$ cat src/rtl/rpl_pkg.sv
package rpl_pkg;

  localparam int CMD_W = 16;
  localparam logic [3:0] OP_SYNC = 4'h3;

  // Terminating instruction: sync opcode, zero sub-field, ID zero.
  function automatic logic is_final_sync(input logic [CMD_W-1:0] w);
    return (w[15:12] == OP_SYNC) && (w[11:8] == 4'h0) && (w[7:0] == 8'h00);
  endfunction

  // True when the entry at ptr is the last one of cnt stored entries.
  function automatic logic ptr_at_last(input logic [8:0] ptr, input logic [8:0] cnt);
    return (ptr + 9'd1) >= cnt;
  endfunction

  function automatic logic [15:0] pack_widths(input int caw, input int daw);
    return {8'(daw), 8'(caw)};
  endfunction

endpackage

$ cat src/rtl/rpl_store.sv
module rpl_store #(
  parameter int W  = 16,
  parameter int AW = 4
) (
  input  logic          clk,
  input  logic          rst_n,
  input  logic          flush,
  input  logic          wr_en,
  input  logic [W-1:0]  wr_data,
  input  logic [AW-1:0] rd_idx,
  output logic [W-1:0]  rd_data,
  output logic [AW:0]   count,
  output logic          overflow
);
  localparam int DEPTH = 1 << AW;
  localparam logic [AW:0] FULL_CNT = (AW+1)'(DEPTH);

  logic [W-1:0] mem [DEPTH];
  logic full;
  logic append_ev;
  logic drop_ev;

  assign full      = (count == FULL_CNT);
  assign append_ev = wr_en && !flush && !full;
  assign drop_ev   = wr_en && !flush && full;

  always_ff @(posedge clk or negedge rst_n) begin
    if (!rst_n) begin
      count    <= '0;
      overflow <= 1'b0;
    end else if (flush) begin
      count    <= '0;
      overflow <= 1'b0;
    end else begin
      if (append_ev) count <= count + 1'b1;
      if (drop_ev)   overflow <= 1'b1;
    end
  end

  always_ff @(posedge clk) begin
    if (append_ev) mem[count[AW-1:0]] <= wr_data;
  end

  assign rd_data = mem[rd_idx];

  assert_cap_R10: assert property (@(posedge clk) disable iff (!rst_n)
    count <= FULL_CNT);
  assert_drop_flag_R10: assert property (@(posedge clk) disable iff (!rst_n)
    drop_ev |=> overflow);
  assert_sticky_R10: assert property (@(posedge clk) disable iff (!rst_n)
    overflow && !flush |=> overflow);
  assert_flush_empty_R9: assert property (@(posedge clk) disable iff (!rst_n)
    flush |=> (count == '0) && !overflow);
  assert_append_R1: assert property (@(posedge clk) disable iff (!rst_n)
    append_ev |=> count == $past(count) + 1'b1);

endmodule

$ cat src/rtl/rpl_seq.sv
module rpl_seq
  import rpl_pkg::*;
#(
  parameter int CAW = 4,
  parameter int DAW = 4
) (
  input  logic            clk,
  input  logic            rst_n,
  input  logic            enable,
  input  logic            flush,
  input  logic            trigger,
  input  logic [CAW:0]    cmd_cnt,
  input  logic [DAW:0]    dat_cnt,
  input  logic [CMD_W-1:0] cmd_word,
  input  logic            cmd_ready,
  input  logic            sdo_ready,
  output logic [CAW-1:0]  cmd_idx,
  output logic [DAW-1:0]  dat_idx,
  output logic            cmd_valid,
  output logic            sdo_valid,
  output logic            busy,
  output logic            done
);
  logic [CAW:0] cmd_ptr;
  logic [DAW:0] dat_ptr;
  logic start_ev;
  logic cmd_fire;
  logic sdo_fire;
  logic last_fire;

  assign start_ev  = enable && trigger && !busy && !flush && (cmd_cnt != '0);
  assign cmd_valid = busy && (cmd_ptr < cmd_cnt);
  assign sdo_valid = busy && (dat_ptr < dat_cnt);
  assign cmd_fire  = cmd_valid && cmd_ready;
  assign sdo_fire  = sdo_valid && sdo_ready;
  assign last_fire = cmd_fire && ptr_at_last(9'(cmd_ptr), 9'(cmd_cnt));
  assign cmd_idx   = cmd_ptr[CAW-1:0];
  assign dat_idx   = dat_ptr[DAW-1:0];

  always_ff @(posedge clk or negedge rst_n) begin
    if (!rst_n) begin
      busy    <= 1'b0;
      cmd_ptr <= '0;
      dat_ptr <= '0;
      done    <= 1'b0;
    end else begin
      done <= cmd_fire && is_final_sync(cmd_word);
      if (flush) begin
        busy <= 1'b0;
      end else if (start_ev) begin
        busy    <= 1'b1;
        cmd_ptr <= '0;
        dat_ptr <= '0;
      end else begin
        if (cmd_fire) cmd_ptr <= cmd_ptr + 1'b1;
        if (last_fire) busy <= 1'b0;
        if (sdo_fire) dat_ptr <= dat_ptr + 1'b1;
      end
    end
  end

  assert_valid_needs_busy_R5: assert property (@(posedge clk) disable iff (!rst_n)
    cmd_valid |-> busy);
  assert_last_ends_R5: assert property (@(posedge clk) disable iff (!rst_n)
    last_fire && !flush |=> !busy);
  assert_trigger_ignored_R4: assert property (@(posedge clk) disable iff (!rst_n)
    busy && trigger && !cmd_fire && !flush |=> $stable(cmd_ptr));
  assert_restart_R7: assert property (@(posedge clk) disable iff (!rst_n)
    start_ev |=> busy && (cmd_ptr == '0) && (dat_ptr == '0));
  assert_done_source_R8: assert property (@(posedge clk) disable iff (!rst_n)
    done |-> $past(cmd_fire));
  assert_sdo_gated_R6: assert property (@(posedge clk) disable iff (!rst_n)
    sdo_valid |-> busy);
  assert_flush_stops_R9: assert property (@(posedge clk) disable iff (!rst_n)
    flush |=> !busy);

endmodule

$ cat src/rtl/rpl_replay_unit.sv
module rpl_replay_unit
  import rpl_pkg::*;
#(
  parameter int CAW = 4,
  parameter int DAW = 4,
  parameter int DW  = 32
) (
  input  logic             clk,
  input  logic             rst_n,
  input  logic             enable,
  input  logic             flush,
  input  logic             trigger,
  input  logic             cmd_load_en,
  input  logic [CMD_W-1:0] cmd_load_data,
  input  logic             dat_load_en,
  input  logic [DW-1:0]    dat_load_data,
  output logic             cmd_valid,
  input  logic             cmd_ready,
  output logic [CMD_W-1:0] cmd_data,
  output logic             sdo_valid,
  input  logic             sdo_ready,
  output logic [DW-1:0]    sdo_data,
  input  logic             rx_in_valid,
  input  logic [DW-1:0]    rx_in_data,
  output logic             rx_out_valid,
  output logic [DW-1:0]    rx_out_data,
  output logic             busy,
  output logic             done,
  output logic             cmd_overflow,
  output logic             dat_overflow,
  output logic [15:0]      mem_widths
);
  logic [CAW:0]   cmd_cnt;
  logic [DAW:0]   dat_cnt;
  logic [CAW-1:0] cmd_idx;
  logic [DAW-1:0] dat_idx;

  rpl_store #(.W(CMD_W), .AW(CAW)) u_cmd_mem (
    .clk(clk), .rst_n(rst_n), .flush(flush),
    .wr_en(cmd_load_en), .wr_data(cmd_load_data),
    .rd_idx(cmd_idx), .rd_data(cmd_data),
    .count(cmd_cnt), .overflow(cmd_overflow)
  );

  rpl_store #(.W(DW), .AW(DAW)) u_dat_mem (
    .clk(clk), .rst_n(rst_n), .flush(flush),
    .wr_en(dat_load_en), .wr_data(dat_load_data),
    .rd_idx(dat_idx), .rd_data(sdo_data),
    .count(dat_cnt), .overflow(dat_overflow)
  );

  rpl_seq #(.CAW(CAW), .DAW(DAW)) u_seq (
    .clk(clk), .rst_n(rst_n), .enable(enable), .flush(flush),
    .trigger(trigger), .cmd_cnt(cmd_cnt), .dat_cnt(dat_cnt),
    .cmd_word(cmd_data), .cmd_ready(cmd_ready), .sdo_ready(sdo_ready),
    .cmd_idx(cmd_idx), .dat_idx(dat_idx),
    .cmd_valid(cmd_valid), .sdo_valid(sdo_valid),
    .busy(busy), .done(done)
  );

  always_ff @(posedge clk or negedge rst_n) begin
    if (!rst_n) begin
      rx_out_valid <= 1'b0;
      rx_out_data  <= '0;
    end else begin
      rx_out_valid <= rx_in_valid;
      rx_out_data  <= rx_in_data;
    end
  end

  assign mem_widths = pack_widths(CAW, DAW);

  assert_rx_fwd_R11: assert property (@(posedge clk) disable iff (!rst_n)
    rx_in_valid |=> rx_out_valid && (rx_out_data == $past(rx_in_data)));
  assert_rx_idle_R11: assert property (@(posedge clk) disable iff (!rst_n)
    !rx_in_valid |=> !rx_out_valid);

endmodule

$ cat config.mk
export PLATFORM = sky130hd
export DESIGN_NAME = rpl_replay_unit
export DESIGN_NICKNAME = d
export VERILOG_FILES = /design/src/rtl/rpl_pkg.sv /design/src/rtl/rpl_store.sv /design/src/rtl/rpl_seq.sv /design/src/rtl/rpl_replay_unit.sv
export SDC_FILE = /design/constraint.sdc
export NUM_CORES = 1
export LEC_CHECK = 0
export BUFFER_PORTS_ARGS = -buffer_cell sky130_fd_sc_hd__clkbuf_2
export CORE_MARGIN = 2
export CORE_UTILIZATION = 60
export CTS_CLUSTER_DIAMETER = 60
export DETAILED_ROUTE_END_ITERATION = 6
export PLACE_DENSITY = 0.79
export SLEW_MARGIN = 20
export SYNTH_ARGS = -nofsm -noshare
export SYNTH_HDL_FRONTEND = slang
export SYNTH_HIERARCHICAL = 1
export SYNTH_SLANG_ARGS = --single-unit
$ cat constraint.sdc
create_clock -name clk -period 14.4 [get_ports clk]
set_input_delay 0.72 -clock clk [delete_from_list [all_inputs] [get_ports clk]]
set_output_delay 0.72 -clock clk [all_outputs]
set_load 0.02 [all_outputs]
### Yosys cells after proc, flatten, opt, wreduce, memory -nomap -nowiden

Memories as Yosys holds them, arrays and structs flattened.
Cells that the tools add are included.

* multiplexer cells: 19
* $add $sub $neg: 5
* reduce and logical (&&, ||, !) cells: 34
* eq/ne operators: 3
* bitwise gates (word level): 1
* $lt $le $gt $ge: 3

Operator list (count)
* 2-to-1 mux 5 bit: 8
* adder 5 x 1 -> 5 bit, second input constant: 4
* logical AND 1 bit: 18
* nonzero test 2 bit: 6
* 2-to-1 mux 1 bit: 11
* == test 5 bit, second input constant: 2
* less-than comparator 5 bit: 2
* >= comparator 9 x 5 -> 1 bit: 1
* zero test 8 bit: 1
* adder 5 x 1 -> 6 bit, second input constant: 1
* nonzero test 5 bit: 1
* == test 4 x 2 -> 1 bit, second input constant: 1
* zero test 1 bit: 4
* zero test 4 bit: 1
* AND reduction 2 bit: 2
* nonzero test 3 bit: 1
* inverter 1 bit: 1

* output and inout port bits: 103
* logic and storage cells: 77
* bits in writable memories: 768
* memories: 2
* input bits: 90
* flip-flop bits (word level): 57

Memories
* u_dat_mem.mem: depth 16, width 32, rd ports 1, clocked after Yosys merged registers in 0, wr ports 1, RTL line rpl_store.sv:18 `logic [W-1:0] mem [DEPTH];`
* u_cmd_mem.mem: depth 16, width 16, rd ports 1, clocked after Yosys merged registers in 0, wr ports 1, RTL line rpl_store.sv:18

### Longest topological paths before layout

* depth in word-level cells: 7
* mapped depth: 9
* gate-level depth less buffers: 8

### Modules after synthesis

Netlist, hierarchy kept.

Modules (own cells, without submodules)
* rpl_store at u_dat_mem: cells an instance 840, instances 1, area each 19567.5 um^2
* rpl_store at u_cmd_mem: cells an instance 450, instances 1, area each 10134.7 um^2
* rpl_seq: cells an instance 130, instances 1, area each 1137.3 um^2
* rpl_replay_unit: cells an instance 51, instances 1, area each 953.4 um^2

### Least setup slack after synthesis

Ideal clock, no wire load.

* path kind: input to register
* start: input port flush
* end: memory u_dat_mem/mem[3][0] (netlist name), enable pin
* stages on the path: 2
* path slack: 9.815 ns
* required time: 13.899 ns
* arrival: 4.084 ns
* path buffers: 1
* cells stage by stage: clkbuf_1 > nor4_1

* cells in the longest elaborated chain, start to end: 5

Ends and longest elaborated chain
* start, declared: RTL line rpl_replay_unit.sv:11 `input logic flush,`
* zero test 1 bit: RTL line rpl_store.sv:24 `assign append_ev = wr_en && !flush && !full;`
* logical AND 1 bit (2 in a row): RTL line rpl_store.sv:24
* 2-to-1 mux 1 bit: RTL line rpl_store.sv:41 `if (append_ev) mem[count[AW-1:0]] <= wr_data;`
* 2-to-1 mux 1 bit (not written as such): RTL line rpl_store.sv:41
* end, declared: RTL line rpl_store.sv:18

Every way passes these cells.

### Worst setup path after layout

* start: register u_seq.dat_ptr[0]
* end: output port sdo_data[20]

* cells in the longest elaborated chain, start to end: 1

Ends and longest elaborated chain
* start, declared: RTL line rpl_seq.sv:25 `logic [DAW:0] dat_ptr;`
* start signal, assigned: RTL line rpl_seq.sv:57 `if (sdo_fire) dat_ptr <= dat_ptr + 1'b1;`
* memory read (16 x 32 bit)
* end, declared: RTL line rpl_replay_unit.sv:22 `output logic [DW-1:0] sdo_data,`

Every way passes these cells.

==> results.tsv <==
stage	metric	value	unit
run_status	outcome	complete, no violations	
yosys	post_synth.cell_area_avg	21.6	µm²
yosys	postSynthRegisterBits	825	
pwr	power_leakage	11.7	nW
routing	drt-initial-drc-count	1430	
layout	final_cell_mix	sky130_fd_sc_hd__edfxtp_1 (768), sky130_fd_sc_hd__mux4_2 (182), sky130_fd_sc_hd__clkbuf_2 (176)	
clocking	clock_tree_from_tritoncts	done	
clocking	post_cts_resized	0	
routing	drtPass1Iterations	5	
timing	achievable-frequency	0.218	GHz
global_routing	grt_pass1_vias	15829	
clocking	cts_post_setup_buffers_inserted	0	
routing	wire_length_per_cell_after_detailed_routing	28.2	µm
setup_path	timing.critical_path.slowest_stage_cell	sky130_fd_sc_hd__dfrtp_4	
timing	timing.final.hold_violations	0	
clocking	cts-root-to-sink-buffers	3	
global_routing	grt_remaining_overflow	0	
floorplanning	io_pins	193	
yosys	post_synth_num_cell_types	56	
timing	setup-violations-final	0	
clocking	clock_insertion_delay_worst_skew	620	ps
worst_hold_path	hold_path.class	in2reg	
pwr	power.ir.vdd_worst	110	µV
pwr	power.density	141	nW/µm²
setup_path	worst_path_largest_cell_delay	1080	ps
routing	detail-route-antenna-nets	0	
layout	layout-area-overhead-vs-synth	12.8	%
yosys	synthArstFlopShare	6.91	%
setup_path	cp.required	13680	ps
clocking	cts_inserted_buffers	81	
floorplanning	die_width	234	µm
floorplanning	fp_rows	84	
clocking	clk_transition_reported_paths	60	ps
global_routing	grt_antenna_before_repair	3	
yosys	yosys_most_used_dff	sky130_fd_sc_hd__edfxtp_1	
layout	finalNonFillerCells	2428	
setup_path	cp-start-kind	flip-flop	
place	buffer_ports.inserted	176	
floorplanning	floorplan.initialDensity	60.6	%
floorplanning	die_area	54800	µm²
setup_path	timing.critical_path.fanout_max	49	
routing	vias	15489	
timing	worst_clock_skew	16.6	ps
clocking	clock_sinks	825	
timing	tns	0	ps
place	routabilityCongestion	0.771	
floorplanning	placeableCoreArea	52400	µm²
timing	worst_slew_margin_relative_to_its_limit	17.3	%
timing	rsz_0062_raised_after_global_routing	false	
timing	timing_worst_slew_pin_value	1220	ps
setup_path	timing.critical_path.to_type	output pin	
yosys	netlist_area	31800	µm²
setup_path	worst-setup-path-type	reg2out	
yosys	synth-seq-area-share	77.0	%
layout	nNetsFinal	1788	
routing	detail_route.drc_violations	0	
layout	antenna_cells	0	
layout	final_common_cell	sky130_fd_sc_hd__edfxtp_1	
place	placedCellCount	2279	
job	maxCapViolCount	0	
timing	slew_violations	0	
global_routing	grt_usage	25.4	%
global_routing	grt_pass1_wl	100	mm
routing	drt-vias-per-instance	6.38	
yosys	synth_warnings	6	
timing	layout_min_cycle_time	4580	ps
layout	layout-drive-gt1-share	30.8	%
yosys	number_of_enable_flip_flop_cells_after_synthesis	768	
clocking	hold_buffers	0	
layout	final_area	35900	µm²
clocking	clockRootBuffer	sky130_fd_sc_hd__clkbuf_16	
place	place.detailed.hpwl	36.0	mm
routing	routed_wl	68.4	mm
setup_path	crit_arrival	3860	ps
setup_path	path_cells	buf_4 > mux4_2 > a22oi_1 > nand2_1 > clkbuf_2	
timing	final_min_period_over_clock_period	31.8	%
place	dpl_cell_area	33300	µm²
floorplanning	die_h	234	µm
clocking	cts_max_level	3	
yosys	number_of_instances_in_the_synthesized_netlist	1471	
global_routing	largest_net_degree_at_the_start_of_global_routing	69	
==> per-stage QoR <==
stage / power, W / setup slack (ps) / utilization, % / hold slack [ps]
2_1_floorplan: 0.00294 / 9810 / - / 424
3_3_place_gp: 0.00305 / 10430 / 63.5 / 484
3_5_place_dp: 0.00306 / 10410 / 63.5 / 497
4_1_cts: 0.00510 / 9700 / 68.4 / 169
5_1_grt: 0.00521 / 9510 / 68.4 / 186
6_report: 0.00506 / 9820 / 68.4 / 206
==> Yosys cell counts, types with 6 or more instances <==
cell                       instances  area [µm²]
sky130_fd_sc_hd__a21oi_1          11        55.1
sky130_fd_sc_hd__a22oi_1          96         721
sky130_fd_sc_hd__and2_1           33         206
sky130_fd_sc_hd__buf_1            10        37.5
sky130_fd_sc_hd__buf_2            11        55.1
sky130_fd_sc_hd__buf_4            37         278
sky130_fd_sc_hd__clkbuf_1         28         105
sky130_fd_sc_hd__dfrtp_1          57        1430
sky130_fd_sc_hd__edfxtp_1        768       23100
sky130_fd_sc_hd__ha_1             24         300
sky130_fd_sc_hd__inv_1            20        75.1
sky130_fd_sc_hd__mux4_1           10         263
sky130_fd_sc_hd__mux4_2          182        4100
sky130_fd_sc_hd__nand2_1          59         221
sky130_fd_sc_hd__nand3_1          10        50.1
sky130_fd_sc_hd__nand4_1           9        56.3
sky130_fd_sc_hd__nor2_1           14        52.6
sky130_fd_sc_hd__nor2b_1           7        43.8
sky130_fd_sc_hd__nor4b_1           6        52.6
sky130_fd_sc_hd__o21ai_0          11        55.1
==> layout make-up <==
class                   count  area [µm²]
inverters                  20        75.1
repair buffers            202        1080
fillers                  3171       16600
flip-flops and latches    825       24500
multi-input cells         544        6770
clock buffers              99        2180
clock inverters            50         413
well taps                 688         861
==> per-layer routing <==
| layer | global-route usage, % | share of wire [%] | wire [µm] |
|---|---|---|---|
| met1 | 33.9 | 38 | 25800 |
| met2 | 41.7 | 51 | 35000 |
| met3 | 5.29 | 8.0 | 5480 |
| met4 | 9.91 | 3.0 | 2040 |
| met5 | 0 | 0.032 | 22 |
==> registers in the layout (all words and copies together) (netlist names) <==
signal              cells
u_cmd_mem/mem         256
u_seq/busy              1
u_dat_mem/overflow      1
u_dat_mem/count         5
u_seq/cmd_ptr           5
u_cmd_mem/overflow      1
u_cmd_mem/count         5
u_seq/dat_ptr           5
rx_out_valid            1
u_dat_mem/mem         512
u_seq/done              1
rx_out_data            32
==> kinds of logic (layout without fill, tap and decap cells) <==
family,after synthesis,after routing,synth area share [%]
DFF,825,825,77.0
AOI/OAI and AO/OA,138,138,3.18
buffers and inverters,116,371,2.05
xor gates and xnor gates,7,7,0.193
other,2,16,0.0236
muxes,195,195,13.8
and+or+nand+nor,164,164,2.76
adders and majority gates,24,24,0.945
==> power breakdown <==
part | switching, W | total (W) | leakage (nW) | internal [W]
registers | 0.0000227 | 0.00266 | 7.62 | 0.00264
clock network | 0.000864 | 0.00205 | 1.26 | 0.00119
logic | 0.000213 | 0.000348 | 2.86 | 0.000135
total | 0.00110 | 0.00506 | 11.7 | 0.00396
==> worst max-delay path: cells and delay by family, from the launching register on <==
family	cells	cell delay (ps)
DFF	1	1080
buffers and inverters	2	1070
muxes	1	610
AOI/OAI and AO/OA	1	250
and+or+nand+nor	1	170
==> path summary, 6_finish.rpt <==
kind / start / to / slack (ps) / depth (start not counted)
worst max-delay path: u_seq/dat_ptr[0] / sdo_data[20] / 9820 / 5
worst min-delay path: rx_in_data[25] / rx_out_data[25] / 210 / 1
worst max register to register: u_seq/cmd_ptr[0] / u_seq/done / 10370 / 7
worst min register to register: u_cmd_mem/overflow / u_cmd_mem/overflow / 520 / 2
max in group asynchronous: rst_n / u_seq/dat_ptr[1] / 13560 / 2
min in group asynchronous: rst_n / rx_out_data[23] / 260 / 2
(Power assumes the default switching activity.)
